### config.mk
export PLATFORM = sky130hd
export DESIGN_NAME = gpio_irq_ctrl
export DESIGN_NICKNAME = d
export VERILOG_FILES = /design/src/rtl/gpio_irq_pkg.sv /design/src/rtl/gpio_in_sync.sv /design/src/rtl/gpio_setclr_reg.sv /design/src/rtl/gpio_irq_detect.sv /design/src/rtl/gpio_irq_ctrl.sv
export SDC_FILE = /design/constraint.sdc
export NUM_CORES = 1
export LEC_CHECK = 0
export BUFFER_PORTS_ARGS = -buffer_cell sky130_fd_sc_hd__buf_2
export CAP_MARGIN = 0
export CORE_ASPECT_RATIO = 0.5
export CORE_MARGIN = 8
export CORE_UTILIZATION = 47
export CTS_BUF_LIST = sky130_fd_sc_hd__clkbuf_4 sky130_fd_sc_hd__clkbuf_8 sky130_fd_sc_hd__clkbuf_16
export CTS_CLUSTER_SIZE = 40
export DETAILED_ROUTE_END_ITERATION = 12
export PLACE_DENSITY = 0.78
export SYNTH_ARGS = -nofsm -noshare
export SYNTH_HDL_FRONTEND = slang
export SYNTH_HIERARCHICAL = 1
export SYNTH_SLANG_ARGS = --single-unit
### constraint.sdc
create_clock -name clk -period 2.3 [get_ports clk]
set_input_delay 0.345 -clock clk [delete_from_list [all_inputs] [get_ports clk]]
set_output_delay 0.345 -clock clk [all_outputs]
set_load 0.01 [all_outputs]
### src/rtl/gpio_irq_pkg.sv
package gpio_irq_pkg;

   localparam int N_CTRL = 5;

   typedef enum int {
      CTRL_OE   = 0,
      CTRL_IE   = 1,
      CTRL_TYPE = 2,
      CTRL_POL  = 3,
      CTRL_DBE  = 4
   } ctrl_idx_e;

   localparam logic [7:0] OFF_PINS = 8'h00;
   localparam logic [7:0] OFF_DOUT = 8'h04;
   localparam logic [7:0] OFF_STAT = 8'h38;

   function automatic logic [7:0] ctrl_set_off(input int k);
      case (k)
         CTRL_OE:   return 8'h10;
         CTRL_IE:   return 8'h20;
         CTRL_TYPE: return 8'h28;
         CTRL_POL:  return 8'h30;
         default:   return 8'h40;
      endcase
   endfunction

   function automatic logic [7:0] ctrl_clr_off(input int k);
      return ctrl_set_off(k) + 8'h04;
   endfunction

endpackage

### src/rtl/gpio_in_sync.sv
module gpio_in_sync #(
   parameter int WIDTH  = 16,
   parameter int STAGES = 2
) (
   input  logic             clk,
   input  logic             rst_n,
   input  logic [WIDTH-1:0] raw_i,
   output logic [WIDTH-1:0] smp_o,
   output logic [WIDTH-1:0] prv_o
);

   if (STAGES < 2) begin : g_bad_stages
      $error("gpio_in_sync: STAGES must be at least 2");
   end

   logic [STAGES-1:0][WIDTH-1:0] chain_q;
   logic [WIDTH-1:0]             prev_q;

   always_ff @(posedge clk or negedge rst_n) begin
      if (!rst_n) begin
         chain_q <= '0;
         prev_q  <= '0;
      end else begin
         chain_q <= {chain_q[STAGES-2:0], raw_i};
         prev_q  <= chain_q[STAGES-1];
      end
   end

   assign smp_o = chain_q[STAGES-1];
   assign prv_o = prev_q;

endmodule

### src/rtl/gpio_setclr_reg.sv
module gpio_setclr_reg #(
   parameter int WIDTH = 16
) (
   input  logic             clk,
   input  logic             rst_n,
   input  logic [WIDTH-1:0] set_i,
   input  logic [WIDTH-1:0] clr_i,
   output logic [WIDTH-1:0] q_o
);

   if (WIDTH < 1) begin : g_bad_width
      $error("gpio_setclr_reg: WIDTH must be positive");
   end

   logic [WIDTH-1:0] q;

   always_ff @(posedge clk or negedge rst_n) begin
      if (!rst_n) q <= '0;
      else        q <= (q & ~clr_i) | set_i;
   end

   assign q_o = q;

   AST_CTRL_HOLD: assert property (@(posedge clk) disable iff (!rst_n)
      (set_i == '0 && clr_i == '0) |=> $stable(q));

endmodule

### src/rtl/gpio_irq_detect.sv
module gpio_irq_detect #(
   parameter int NPIN = 16
) (
   input  logic            clk,
   input  logic            rst_n,
   input  logic [NPIN-1:0] smp_i,
   input  logic [NPIN-1:0] prv_i,
   input  logic [NPIN-1:0] ie_i,
   input  logic [NPIN-1:0] type_i,
   input  logic [NPIN-1:0] pol_i,
   input  logic [NPIN-1:0] dbe_i,
   input  logic [NPIN-1:0] w1c_i,
   output logic [NPIN-1:0] stat_o
);

   logic [NPIN-1:0] evt;
   logic [NPIN-1:0] stat_q;

   for (genvar i = 0; i < NPIN; i++) begin : g_pin
      always_comb begin
         if (dbe_i[i])       evt[i] = smp_i[i] ^ prv_i[i];
         else if (type_i[i]) evt[i] = pol_i[i] ? (smp_i[i] & ~prv_i[i])
                                                : (~smp_i[i] & prv_i[i]);
         else                evt[i] = pol_i[i] ? smp_i[i] : ~smp_i[i];
      end

      always_ff @(posedge clk or negedge rst_n) begin
         if (!rst_n) stat_q[i] <= 1'b0;
         else        stat_q[i] <= (stat_q[i] & ~w1c_i[i]) | (evt[i] & ie_i[i]);
      end

      AST_STAT_NEEDS_EN: assert property (@(posedge clk) disable iff (!rst_n)
         $rose(stat_q[i]) |-> $past(ie_i[i]));

      AST_STAT_STICKY: assert property (@(posedge clk) disable iff (!rst_n)
         (stat_q[i] && !w1c_i[i]) |=> stat_q[i]);
   end

   assign stat_o = stat_q;

endmodule

### src/rtl/gpio_irq_ctrl.sv
module gpio_irq_ctrl
   import gpio_irq_pkg::*;
#(
   parameter int NPIN        = 16,
   parameter int DATA_W      = 32,
   parameter int ADDR_W      = 8,
   parameter int SYNC_STAGES = 2
) (
   input  logic              clk,
   input  logic              rst_n,
   input  logic [ADDR_W-1:0] bus_addr,
   input  logic              bus_wr,
   input  logic [DATA_W-1:0] bus_wdata,
   output logic [DATA_W-1:0] bus_rdata,
   input  logic [NPIN-1:0]   pin_in,
   output logic [NPIN-1:0]   pin_out,
   output logic [NPIN-1:0]   pin_oe,
   output logic              irq
);

   if (NPIN < 1 || NPIN > DATA_W) begin : g_bad_npin
      $error("gpio_irq_ctrl: NPIN must lie in 1..DATA_W");
   end
   if (ADDR_W < 7) begin : g_bad_addr
      $error("gpio_irq_ctrl: ADDR_W too small for the register map");
   end

   localparam int PAD_W = DATA_W - NPIN;

   logic [NPIN-1:0] wmask;
   logic [NPIN-1:0] smp, prv;
   logic [NPIN-1:0] dout_q;
   logic [NPIN-1:0] stat;
   logic [NPIN-1:0] w1c;
   logic [NPIN-1:0] ctrl_q   [N_CTRL];
   logic [NPIN-1:0] ctrl_set [N_CTRL];
   logic [NPIN-1:0] ctrl_clr [N_CTRL];
   logic            dout_wr;

   assign wmask = bus_wdata[NPIN-1:0];

   gpio_in_sync #(.WIDTH(NPIN), .STAGES(SYNC_STAGES)) u_sync (
      .clk   (clk),
      .rst_n (rst_n),
      .raw_i (pin_in),
      .smp_o (smp),
      .prv_o (prv)
   );

   for (genvar k = 0; k < N_CTRL; k++) begin : g_ctrl
      localparam logic [ADDR_W-1:0] SET_A = ADDR_W'(ctrl_set_off(k));
      localparam logic [ADDR_W-1:0] CLR_A = ADDR_W'(ctrl_clr_off(k));

      assign ctrl_set[k] = (bus_wr && bus_addr == SET_A) ? wmask : '0;
      assign ctrl_clr[k] = (bus_wr && bus_addr == CLR_A) ? wmask : '0;

      gpio_setclr_reg #(.WIDTH(NPIN)) u_reg (
         .clk   (clk),
         .rst_n (rst_n),
         .set_i (ctrl_set[k]),
         .clr_i (ctrl_clr[k]),
         .q_o   (ctrl_q[k])
      );
   end

   assign dout_wr = bus_wr && (bus_addr == ADDR_W'(OFF_PINS) ||
                               bus_addr == ADDR_W'(OFF_DOUT));

   always_ff @(posedge clk or negedge rst_n) begin
      if (!rst_n)       dout_q <= '0;
      else if (dout_wr) dout_q <= wmask;
   end

   assign w1c = (bus_wr && bus_addr == ADDR_W'(OFF_STAT)) ? wmask : '0;

   gpio_irq_detect #(.NPIN(NPIN)) u_detect (
      .clk    (clk),
      .rst_n  (rst_n),
      .smp_i  (smp),
      .prv_i  (prv),
      .ie_i   (ctrl_q[CTRL_IE]),
      .type_i (ctrl_q[CTRL_TYPE]),
      .pol_i  (ctrl_q[CTRL_POL]),
      .dbe_i  (ctrl_q[CTRL_DBE]),
      .w1c_i  (w1c),
      .stat_o (stat)
   );

   always_comb begin
      logic [NPIN-1:0] val;
      val = '0;
      if (bus_addr == ADDR_W'(OFF_PINS))      val = smp;
      else if (bus_addr == ADDR_W'(OFF_DOUT)) val = dout_q;
      else if (bus_addr == ADDR_W'(OFF_STAT)) val = stat;
      for (int k = 0; k < N_CTRL; k++) begin
         if (bus_addr == ADDR_W'(ctrl_set_off(k)) ||
             bus_addr == ADDR_W'(ctrl_clr_off(k)))
            val = ctrl_q[k];
      end
      if (PAD_W > 0) bus_rdata = {{PAD_W{1'b0}}, val};
      else           bus_rdata = DATA_W'(val);
   end

   assign pin_out = dout_q;
   assign pin_oe  = ctrl_q[CTRL_OE];
   assign irq     = |stat;

   AST_IRQ_NEEDS_EN: assert property (@(posedge clk) disable iff (!rst_n)
      $rose(irq) |-> $past(|ctrl_q[CTRL_IE]));

   AST_DOUT_HOLD: assert property (@(posedge clk) disable iff (!rst_n)
      !dout_wr |=> $stable(pin_out));

endmodule

* After elaboration in Yosys (flattened, before gate mapping)
Index checks and enable logic that the tools add are counted.
** Storage, ports and cells
- Bits in registers :: 160
- Input port bits :: 59
- Output and inout port bits :: 65
- Word-level logic and storage cells :: 299
** Cells by class
- Equality and inequality tests :: 12
- Muxes and demuxes :: 83
- Bitwise logic cells :: 159
- Reduce and logical (&&, ||, !) cells :: 20
** Operators with widths (count)
- two-way mux 16 bit :: 19
- bitwise AND 16 bit :: 5
- NOT 16 bit :: 5
- bitwise OR 16 bit :: 5
- bitwise AND 1 bit :: 64
- two-way mux 1 bit :: 64
- equality test 8 x 6 -> 1 bit (second input constant) :: 7
- NOT 1 bit :: 48
- equality test 8 x 5 -> 1 bit (second input constant) :: 2
- equality test 8 x 7 -> 1 bit (second input constant) :: 2
- bitwise OR 1 bit :: 16
- OR reduction 16 bit :: 1
- bitwise XOR 1 bit :: 16
- logical AND 1 bit :: 12
- equality test 8 x 3 -> 1 bit (second input constant) :: 1
- logical NOT 8 bit :: 1
- logical OR 1 bit :: 6

* Depth between registers and ports, before layout
- Word-level depth :: 9
- Gate-level depth with buffers :: 9
- Mapped depth without buffers :: 6

* Cells and area by module
The synthesis kept the hierarchy.
** Modules (own cells, without submodules)
- gpio_irq_ctrl :: times used 1, cells each 478, area an instance 3364.5 um2, seq. area each 400.4 um2
- gpio_setclr_reg :: times used 5, cells each 48, area an instance 580.6 um2, seq. area each 400.4 um2
- gpio_irq_detect :: times used 1, cells each 224, area an instance 1741.7 um2, seq. area each 400.4 um2
- gpio_in_sync :: times used 1, cells each 64, area an instance 1321.3 um2, seq. area each 1201.2 um2

* Least setup slack after synthesis
OpenSTA, ideal clock, no wires.
- Path kind :: input -> output
- From :: input bus_addr[1]
- To :: output bus_rdata[0]
- Arrival time :: 1832 ps
- Required time :: 1955 ps
- Setup slack :: 123 ps
- Cell stages on the path :: 7
- Buffers on the path :: 2
- Cells stage by stage :: or3_1 buf_6 buf_6 a2111oi_0 a221o_1 a221oi_1 nor3_1
** Between the ends
- Cells in the longest elaborated chain, start to end :: 9
- Elaborated cells on any way between the ends :: 26
- Classes of those cells :: eq/ne: 12; mux: 8; reduce/logical: 6
** RTL lines
- start: declaration :: RTL line gpio_irq_ctrl.sv:11 : input logic [ADDR_W-1:0] bus_addr,
- equality test 8 x 6 -> 1 bit :: RTL line gpio_irq_ctrl.sv:94 : else if (bus_addr == ADDR_W'(OFF_STAT)) val = stat;
- two-way mux 16 bit :: RTL line gpio_irq_ctrl.sv:94
- two-way mux 16 bit :: RTL line gpio_irq_ctrl.sv:93 : else if (bus_addr == ADDR_W'(OFF_DOUT)) val = dout_q;
- two-way mux 16 bit :: RTL line gpio_irq_ctrl.sv:92 : if (bus_addr == ADDR_W'(OFF_PINS)) val = smp;
- two-way mux 16 bit (4 in a row) :: RTL line gpio_irq_ctrl.sv:96 : if (bus_addr == ADDR_W'(ctrl_set_off(k)) ||
- two-way mux 16 bit * :: RTL line gpio_irq_ctrl.sv:96
- end: declaration :: RTL line gpio_irq_ctrl.sv:14 : output logic [DATA_W-1:0] bus_rdata,
Mark *: on every way between the ends. The rest lies on a longest branch, timed or not.

* Worst setup path in the final report
- From :: input bus_addr[5]
- To :: output bus_rdata[3]
Same word-level chain as after synthesis.

==> flow_summary.yaml <==
power_and_ir_drop:
  p_switching_mw: 1.74
  power_density_nw_per_um2: 573
  p_seq_share_pct: 46.9
  leakage_nw: 6.23
  vdd_drop_max_v: 0.000567
  switching_share_pct: 26.2
  pwr-share-comb_pct: 9.9
  p_int_mw: 4.92
  power_mw: 6.66
  pwr-share-clk_pct: 43.2
sta:
  slew_headroom_pct: 66.7
  rsz0062_at_grt: "true"
  finalMaxSlewViolations: 0
  worst_slew_pin_slew_ns: 0.495
  finalHoldViolations: 0
  timing.final.crit_share_pct: 105
  fmax_mhz: 414
  clock_skew_ns: 0.00855
  finalCriticalPeriod_ns: 2.41
  fin_hold_ws_ns: 0.0197
  finalSetupViolCount: 16
  layout_setup_ws_ns: -0.114
  timing.setup.tns_ns: -1.11
routing:
  drt_wl_total_um: 28700
  vias: 8083
  remaining_drc_errors: 0
  drtAntennaViolNets: 0
  viasPerCell: 5.63
  wl_per_cell_um: 20.0
  drt-pass1-iter-count: 5
  drt_iter0_drc: 828
floorplanning:
  die_w_um: 215
  placementRows: 36
  start_util_pct: 47.9
  core_area_um2: 19500
  dieArea_um2: 24900
  die_y_um: 116
  io_pins: 124
critical_path:
  worst_setup_path_start_kind: "input pin"
  cp_top_family: "buffers and inverters"
  critPathCaptureType: "primary output"
  max_stage_delay_ns: 0.31
  worstPathRequired_ns: 1.96
  path_cells: "buf_2, buf_8, nor4b_4, buf_4, and3_2, buf_4, a221oi_1, a21oi_2, buf_2"
  worstSetupPathType: "input pin to primary output"
  arrival_ns: 2.07
  crit_path_top_delay_cell: "nor4b_4"
  cp_num_buf_inv: 5
  cp_max_fo: 13
yosys:
  synth_compound_area_share_pct: 18.8
  synth_simple_gate_area_share_pct: 19.5
  syn_area_per_cell_um2: 9.27
  ys.flop_type: "dfrtp_1"
  synth_top_family_by_area: "simple AND/OR/NAND/NOR gates"
  synthMuxAreaShare_pct: 2.90
  synth_fa_ha_area_share_pct: 4.29
  synth_cell_types: 52
  synth_edf_count: 0
  yosys_warnings: 6
  synth-xor-area-share_pct: 0
  synth-seq-cells: 160
  synth_area_um2: 9330
  yosysSeqAreaShare_pct: 42.9
  syn_inst: 1006
  async_flop_share_pct: 100
grt:
  grt_start_max_net_pins: 56
  grt_pass1_vias: 8161
  antenna_found_initial: 2
  grt_overflow: 0
  grt_pass1_wl_um: 44700
  grt_use_total_pct: 23.0
cts:
  cts_tree: "yes"
  clkTransAtPathRegs_ns: 0.06
  cts-root-buf: "clkbuf_16"
  cts.sinks: 160
  clk_path_buf_depth: 2
  clk_latency_ns: 0.44
  numCtsBuffers: 17
  htreeDepth: 4
place:
  dpl_cell_area_um2: 10500
  hpwl_um: 20000
  port_buffers: 91
  pre_cts_ws_ns: -0.271
  gp_congestion: 0.952
cells_and_area:
  syn_to_final_growth_pct: 24.6
  nets: 1247
  drive_gt1_share_pct: 24.5
  fin_area_um2: 11600
run:
  max_cap_viol_count: 0
min_path:
  hold_path_class: "input pin to flip-flop"
outcome:
  outcome: "complete, but fails checks"
  violations: "setup timing"
-- metrics by stage --
stage | cells | utilization, %
floorplan | 1021 | -
global placement | 1380 | 53.8
detailed placement | 1380 | 53.8
CTS | 1427 | 58.8
global route | 1436 | 59.7
finish | 1436 | 59.7
-- cell families (layout without fill, tap and decap cells) --
kind of cell | Yosys count | after routing
simple gates | 308 | 308
compound gates | 242 | 242
buf+inv | 239 | 386
flops | 160 | 160
fa+ha+maj | 32 | 32
mux | 24 | 24
other cells | 1 | 18
-- layer usage --
layer,up-vias,GRT usage (%),wire length (um)
met3,75,5.89,2470
met4,0,11.6,836
met2,390,36.9,13500
met5,-,0,0
li1,3624,-,-
met1,3994,29.0,11900
-- sequential cells by signal, indices dropped and copies added, names as in the netlist --
| register | flops |
|---|---|
| u_sync/prv_o | 16 |
| pin_out | 16 |
| u_sync/smp_o | 16 |
| u_detect/stat_o | 16 |
| g_ctrl.u_reg/q_o | 80 |
| u_sync/chain_q | 16 |
-- timing repair --
action / CTS / global route
endpoints found under the hold margin: 53 / 1
gates resized for setup: 69 / 26
setup buffers: 5 / 6
pin swaps: 23 / 8
hold buffers: 11 / 1
endpoints found under the setup margin: 16 / 16
-- worst register-to-register path, stage by stage (launching register included) --
cell       delay [ns]
dfrtp_1          0.43
inv_1            0.10
ha_1             0.20
mux2_1           0.29
o2111ai_1        0.19
o221ai_1         0.15
-- power by group through the flow --
stage,sequential (mW),clock (mW),combinational (mW)
after global placement,3.16,0,0.560
after CTS,3.12,2.92,0.634
after floorplan,3.12,0,0.338
after global routing,3.14,3.03,0.721
after detailed placement,3.16,0,0.583
final,3.12,2.87,0.660
-- synthesized netlist by cell type, types with 10 or more instances --
cell / n / area [um2]
mux2_1: 17 / 191
and2_1: 160 / 1000
ha_1: 32 / 400
clkbuf_1: 37 / 139
a21o_1: 80 / 601
inv_1: 154 / 578
o21ai_0: 42 / 210
nor2_1: 49 / 184
buf_4: 35 / 263
nand2b_1: 10 / 62.6
dfrtp_1: 160 / 4000
o22ai_1: 23 / 144
nand2_1: 26 / 97.6
a22o_1: 13 / 114
a221oi_1: 15 / 131
and3_1: 18 / 113
-- area by class of cell --
cell class	instances	area (um2)
antenna	2	5.00
clock buffer	20	460
clock inverter	11	131
fill	1596	7840
inverter	155	583
multi-input combinational	622	4570
sequential	160	4010
tap	266	333
timing repair buffer	200	1540
-- placed cells by master, fill, tap and decap left out, types with 9 or more instances in the layout --
cell,synthesis,final
mux2_1,17,17
buf_4,35,73
nor3_2,5,9
and3_1,18,17
buf_6,5,17
conb_1,1,16
o22ai_1,23,23
and2_1,160,160
nor2_1,49,49
buf_2,5,85
nand2b_1,10,9
ha_1,32,32
o21ai_0,42,34
dfrtp_1,160,157
inv_1,154,154
dlygate4sd3_1,0,12
nand2_1,26,25
a22o_1,13,13
buf_12,0,11
clkbuf_16,0,17
a221o_1,9,9
a21o_1,80,80
-- path summary, 6_finish.rpt --
path	from	to	slack [ns]	cells after the start
setup / recovery	bus_addr[5]	bus_rdata[3]	-0.11	9
hold / removal	pin_in[1]	u_sync/chain_q[1]	0.02	1
setup reg to reg	u_sync/smp_o[11]	u_detect/stat_o[11]	0.80	5
hold reg to reg	u_sync/chain_q[7]	u_sync/smp_o[7]	0.34	0
max in group asynchronous	rst_n	g_ctrl[2].u_reg/q_o[15]	1.23	3
min in group asynchronous	rst_n	g_ctrl[0].u_reg/q_o[6]	0.42	2
Power figures use the tool's default switching activity.
